===== config.mk =====
export PLATFORM = sky130hd
export DESIGN_NAME = tlb_victim_gen
export DESIGN_NICKNAME = d
export VERILOG_FILES = /design/src/rtl/tlbrnd_pkg.sv /design/src/rtl/tlbrnd_lcg.sv /design/src/rtl/tlbrnd_mod_reducer.sv /design/src/rtl/tlb_victim_gen.sv
export SDC_FILE = /design/constraint.sdc
export NUM_CORES = 1
export LEC_CHECK = 0
export ABC_AREA = 0
export BUFFER_PORTS_ARGS = -buffer_cell sky130_fd_sc_hd__buf_2
export CELL_PAD_IN_SITES_DETAIL_PLACEMENT = 1
export CELL_PAD_IN_SITES_GLOBAL_PLACEMENT = 2
export CORE_MARGIN = 4
export CORE_UTILIZATION = 39
export CTS_CLUSTER_DIAMETER = 50
export DETAILED_ROUTE_END_ITERATION = 12
export HOLD_SLACK_MARGIN = 0.15
export PLACE_DENSITY_LB_ADDON = 0.15
export SLEW_MARGIN = 15
export SYNTH_ARGS = -nofsm -noshare
export SYNTH_HDL_FRONTEND = slang
export SYNTH_SLANG_ARGS = --single-unit

===== constraint.sdc =====
create_clock -name clk_i -period 5.7 [get_ports clk_i]
set_input_delay 0 -clock clk_i [delete_from_list [all_inputs] [get_ports clk_i]]
set_output_delay 0 -clock clk_i [all_outputs]
set_load 0.02 [all_outputs]

===== src/rtl/tlbrnd_pkg.sv =====
package tlbrnd_pkg;
  typedef enum logic {
    ST_IDLE = 1'b0,
    ST_BUSY = 1'b1
  } gen_st_e;
endpackage


===== src/rtl/tlbrnd_lcg.sv =====
module tlbrnd_lcg #(
  parameter int SEED_W = 32,
  parameter int MULT   = 314159,
  parameter int INC    = 1
) (
  input  logic              clk_i,
  input  logic              rst_ni,
  input  logic              step_i,
  output logic [SEED_W-1:0] seed_nxt_o
);
  logic [SEED_W-1:0] seed_q, seed_d, stepped;

  assign stepped    = seed_q * SEED_W'(MULT) + SEED_W'(INC);
  assign seed_nxt_o = stepped;

  always_comb begin
    seed_d = seed_q;
    if (step_i) seed_d = stepped;
  end

  always_ff @(posedge clk_i or negedge rst_ni) begin
    if (!rst_ni) seed_q <= '0;
    else         seed_q <= seed_d;
  end

  AST_SEED_HOLD: assert property (@(posedge clk_i) disable iff (!rst_ni)
    !step_i |=> $stable(seed_q));
endmodule


===== src/rtl/tlbrnd_mod_reducer.sv =====
module tlbrnd_mod_reducer #(
  parameter int NUM_W = 16,
  parameter int DEN_W = 5
) (
  input  logic             clk_i,
  input  logic             rst_ni,
  input  logic             start_i,
  input  logic [NUM_W-1:0] num_i,
  input  logic [DEN_W-1:0] den_i,
  output logic             busy_o,
  output logic             last_o,
  output logic [DEN_W-1:0] rem_nxt_o
);
  localparam int CNT_W = (NUM_W > 1) ? $clog2(NUM_W) : 1;

  logic [NUM_W-1:0] num_q, num_d;
  logic [DEN_W-1:0] den_q, den_d, rem_q, rem_d, rem_step;
  logic [CNT_W-1:0] cnt_q, cnt_d;
  logic             busy_q, busy_d;
  logic [DEN_W:0]   trial, diff;
  logic             fits;

  assign trial    = {rem_q, num_q[NUM_W-1]};
  assign diff     = trial - {1'b0, den_q};
  assign fits     = trial >= {1'b0, den_q};
  assign rem_step = fits ? diff[DEN_W-1:0] : trial[DEN_W-1:0];

  assign busy_o    = busy_q;
  assign last_o    = busy_q && (cnt_q == CNT_W'(NUM_W-1));
  assign rem_nxt_o = rem_step;

  always_comb begin
    num_d  = num_q;
    den_d  = den_q;
    rem_d  = rem_q;
    cnt_d  = cnt_q;
    busy_d = busy_q;
    if (start_i) begin
      num_d  = num_i;
      den_d  = den_i;
      rem_d  = '0;
      cnt_d  = '0;
      busy_d = 1'b1;
    end else if (busy_q) begin
      num_d = num_q << 1;
      rem_d = rem_step;
      cnt_d = cnt_q + CNT_W'(1);
      if (last_o) busy_d = 1'b0;
    end
  end

  always_ff @(posedge clk_i or negedge rst_ni) begin
    if (!rst_ni) begin
      num_q  <= '0;
      den_q  <= '0;
      rem_q  <= '0;
      cnt_q  <= '0;
      busy_q <= 1'b0;
    end else begin
      num_q  <= num_d;
      den_q  <= den_d;
      rem_q  <= rem_d;
      cnt_q  <= cnt_d;
      busy_q <= busy_d;
    end
  end

  AST_REM_BELOW_DEN: assert property (@(posedge clk_i) disable iff (!rst_ni)
    busy_q |-> (rem_q < den_q));
  AST_NO_RESTART: assert property (@(posedge clk_i) disable iff (!rst_ni)
    start_i |-> !busy_q);
endmodule


===== src/rtl/tlb_victim_gen.sv =====
module tlb_victim_gen #(
  parameter int ENTRIES = 16,
  parameter int SEED_W  = 32,
  parameter int MULT    = 314159
) (
  input  logic                         clk_i,
  input  logic                         rst_ni,
  input  logic                         req_i,
  input  logic [$clog2(ENTRIES):0]     wired_i,
  output logic [$clog2(ENTRIES)-1:0]   idx_o,
  output logic                         valid_o
);
  import tlbrnd_pkg::*;

  localparam int IDX_W   = $clog2(ENTRIES);
  localparam int WIRED_W = IDX_W + 1;
  localparam int DEN_W   = IDX_W + 1;
  localparam int HALF_W  = SEED_W / 2;

  gen_st_e          st_q, st_d;
  logic             valid_q, valid_d, sat_q, sat_d;
  logic [IDX_W-1:0] idx_q, idx_d, wired_q, wired_d;
  logic             accept, sat_w, last_w, busy_w;
  logic [DEN_W-1:0] den_w, rem_w;
  logic [SEED_W-1:0] seed_nxt;

  assign accept = req_i && (st_q == ST_IDLE);
  assign sat_w  = wired_i >= WIRED_W'(ENTRIES);
  assign den_w  = sat_w ? DEN_W'(1) : (DEN_W'(ENTRIES) - DEN_W'(wired_i));

  tlbrnd_lcg #(.SEED_W(SEED_W), .MULT(MULT), .INC(1)) u_lcg (
    .clk_i      (clk_i),
    .rst_ni     (rst_ni),
    .step_i     (accept),
    .seed_nxt_o (seed_nxt)
  );

  tlbrnd_mod_reducer #(.NUM_W(SEED_W - HALF_W), .DEN_W(DEN_W)) u_red (
    .clk_i     (clk_i),
    .rst_ni    (rst_ni),
    .start_i   (accept),
    .num_i     (seed_nxt[SEED_W-1:HALF_W]),
    .den_i     (den_w),
    .busy_o    (busy_w),
    .last_o    (last_w),
    .rem_nxt_o (rem_w)
  );

  always_comb begin
    st_d    = st_q;
    valid_d = valid_q;
    idx_d   = idx_q;
    wired_d = wired_q;
    sat_d   = sat_q;
    if (accept) begin
      st_d    = ST_BUSY;
      valid_d = 1'b0;
      wired_d = wired_i[IDX_W-1:0];
      sat_d   = sat_w;
    end else if (last_w) begin
      st_d    = ST_IDLE;
      valid_d = 1'b1;
      idx_d   = sat_q ? IDX_W'(ENTRIES-1) : (rem_w[IDX_W-1:0] + wired_q);
    end
  end

  always_ff @(posedge clk_i or negedge rst_ni) begin
    if (!rst_ni) begin
      st_q    <= ST_IDLE;
      valid_q <= 1'b0;
      idx_q   <= '0;
      wired_q <= '0;
      sat_q   <= 1'b0;
    end else begin
      st_q    <= st_d;
      valid_q <= valid_d;
      idx_q   <= idx_d;
      wired_q <= wired_d;
      sat_q   <= sat_d;
    end
  end

  assign idx_o   = idx_q;
  assign valid_o = valid_q;

  AST_IDX_RANGE: assert property (@(posedge clk_i) disable iff (!rst_ni)
    (valid_o && !sat_q) |-> (idx_o >= wired_q));
  AST_SAT_LAST: assert property (@(posedge clk_i) disable iff (!rst_ni)
    (valid_o && sat_q) |-> (idx_o == IDX_W'(ENTRIES-1)));
  AST_VALID_HOLD: assert property (@(posedge clk_i) disable iff (!rst_ni)
    (valid_o && !req_i) |=> (valid_o && $stable(idx_o)));
  AST_ACCEPT_DROP: assert property (@(posedge clk_i) disable iff (!rst_ni)
    (req_i && st_q == ST_IDLE) |=> !valid_o);
  AST_BUSY_MATCH: assert property (@(posedge clk_i) disable iff (!rst_ni)
    (st_q == ST_BUSY) |-> busy_w);
endmodule


==> metrics.csv <==
stage,metric,value,unit
route,wl,32190,um
grt,grt.busiest_layer,met2,
clocking,cts_made_buffers,9,
timing,finalSetupTns,0,ps
yosys,syn-mean-instance-area,9.512,um^2
floorplan,die-area,32580,um^2
setup_path,rr_worst_depth,21,
grt,antenna_found_initial,0,
yosys,synth_commonest_cells,"inv_1, fa_1, ha_1",
timing,max_slew_margin,0.3131,
yosys,synthDistinctLibCells,66,
floorplan,initial_core_util,0.4000,
floorplan,core-area,29010,um^2
clocking,cts_buffer_depth,2,
route,first_pass_iters,4,
grt,globalRouteOverflowTotal,0,
setup_path,crit_slowest_cell,fa_1,
timing,clock_skew,9.932,ps
setup_path,crit-reg2reg-capture,u_lcg.seed_q[29],
grt,gr-usage-met3,0.02119,
timing,max_freq,179.2,MHz
final_layout,antennaDiodeCount,0,
placement,gp_congestion,0.8323,
setup_path,crit_path_start,u_lcg.seed_q[13],
grt,met1_usage,0.2952,
yosys,syn_inst,1220,
setup_path,critPathMaxStageDelay,560,ps
final_layout,drive_gt1_frac,0.1549,
clocking,cts_sinks,74,
floorplan,die_w,180.5,um
yosys,synth_most_common_cell,inv_1,
setup_path,r2r-start,u_lcg.seed_q[13],
clocking,cts-root-buf,clkbuf_16,
yosys,ys_seq_area_frac,0.1596,
timing,period_share,0.9788,
setup_path,rrSetupSlack,120,ps
grt,globalRouteMet2Util,0.3449,
setup_path,crit_chain,inv_2 > fa_1 > inv_1 > ha_1 > inv_1 > fa_1 > inv_1 > fa_1 > fa_1 > inv_1 > fa_1 > inv_1 > ha_1 > and4_4 > and3_4 > a32oi_2 > buf_6 > o31ai_4 > nor3_2 > or4_4 > o211ai_1,
setup_path,crit_family,adder cells,
route,route.detailed.drc,0,
job,max-cap-violations,0,
route,vias_per_cell,4.841,
clocking,clk_latency,350,ps
timing,setup_violations,0,
timing,hold_viol,0,
route,vias,8298,
setup_path,crit_cells,21,
route,final_antenna_net_count,0,
yosys,yosys_register_bits,74,
placement,portBuffers,12,
setup_path,critical_path_arrival,5850,ps
yosys,synth.area.top_cells,"fa_1, ha_1, dfrtp_1",
setup_path,crit_type,reg -> reg,
grt,first_global_vias,9288,
setup_path,endpoint_kind,flop,
timing,tightestPinTransition,1030,ps
yosys,synth_top_area_cell,fa_1,
setup_path,cp-endpoint,u_lcg.seed_q[29],
setup_path,crit_buf_inv,7,
setup_path,startpoint_type,flop,
yosys,yosys_warnings,0,
yosys,syn_nets,1568,
route,drtIter0Drc,285,
clocking,htree_levels,3,
route,wire_per_inst,18.78,um
timing,drv_slew,0,
yosys,synth_top_area_share,0.3157,
final_layout,area_growth,16.85,%
outcome,status,completed,
floorplan,pin_count,13,
yosys,async_flop_share,1.000,
clocking,cts_tree,built,
min_path,hp-class,in -> async,
floorplan,core.rowCount,62,
setup_path,critPathMaxFanout,4,
yosys,netlist_area,11600,um^2
timing,period_needed,5579,ps
grt,grt_max_degree,75,
grt,grt_pass1_wl,52620,um
clocking,clk_pin_slew_worst_paths,70,ps
setup_path,critical_path_required,5970,ps
placement,place_hpwl,27670,um
yosys,synth_edf_count,0,
grt,groute.usage.overall,0.2052,
timing,rsz0062_at_grt,yes,
floorplan,die_y,180.5,um
final_layout,layout.nets,1674,
yosys,ys.flop_type,dfrtp_1,
registers in the layout, summed over array words and instances, names as in the netlist:
name and cells:
u_red.rem_q 5, wired_q 4, sat_q 1, u_lcg.seed_q 32
u_red.den_q 5, u_red.busy_o 1, st_q 1, idx_o 4
valid_o 1, u_red.cnt_q 4, u_red.num_q 16
final cells by class:
type	instances	area, um^2
fillers	3342	15450
clock buffers	9	225.2
flip-flops and latches	74	1856
multi-input cells	754	8583
inverters	366	1393
repair buffers	121	908.4
well taps	384	480.5
clock inverters	6	115.1
cell families (layout without fill, tap and decap cells):
logic type,count (synthesis),in the layout,share of synthesized area
buf+inv,392,502,0.1280
fa+ha+maj,340,340,0.4850
simple gates,185,185,0.07612
compound gates,157,157,0.09413
flops,74,74,0.1596
xor+xnor,51,51,0.03849
mux,21,21,0.01876
worst min path at each step:
stage,start,endpoint,slack (ps)
after floorplan,rst_ni,idx_o[0],-300
after global placement,wired_i[3],wired_q[3],250
after detailed placement,wired_i[3],wired_q[3],250
after CTS,rst_ni,u_lcg.seed_q[30],430
after global routing,rst_ni,u_lcg.seed_q[30],510
final,rst_ni,u_lcg.seed_q[30],390
per-stage QoR:
step | hold slack, ps | cells | setup slack [ps] | cell area (um^2) | util
2_1_floorplan | -295.6 | 1220 | 237.4 | 11600 | -
3_3_place_gp | 252.2 | 1675 | 6.828 | 12680 | 0.4372
3_5_place_dp | 254.6 | 1675 | -81.17 | 12680 | 0.4372
4_1_cts | 433.7 | 1698 | 0.1359 | 13110 | 0.4520
5_1_grt | 511.8 | 1714 | -115.6 | 13560 | 0.4674
6_report | 392.6 | 1714 | 120.7 | 13560 | 0.4674
layout by cell type (no fill, tap or decap), types with 13 or more instances in the layout:
cell     netlist  layout
fa_1         183     177
inv_1        366     355
dfrtp_1       74      71
a21o_1        16      16
mux2i_1       15      15
nand2_1       74      74
a21oi_1       32      27
nor2_1        38      36
buf_4          0     100
o21ai_0       39      35
xnor2_1       37      36
ha_1         157     143
nor3_1        17      13
xor2_1        14      13
layer usage:
| layer | wire (um) | share of wire |
|---|---|---|
| met1 | 15490 | 0.48 |
| met2 | 15670 | 0.49 |
| met3 | 563 | 0.017 |
| met4 | 461 | 0.014 |
| met5 | 0 | 0 |
what timing repair did:
action	4_1_cts	5_1_grt
endpoints found under the setup margin	13	25
buffers inserted	0	16
hold buffers	8	0
endpoints found under the hold margin	85	0
pin swaps	2	33
gates resized for setup	6	66
Power is not shown: default switching activity piles up to over one toggle a cycle in this logic, so the estimate is an artifact.
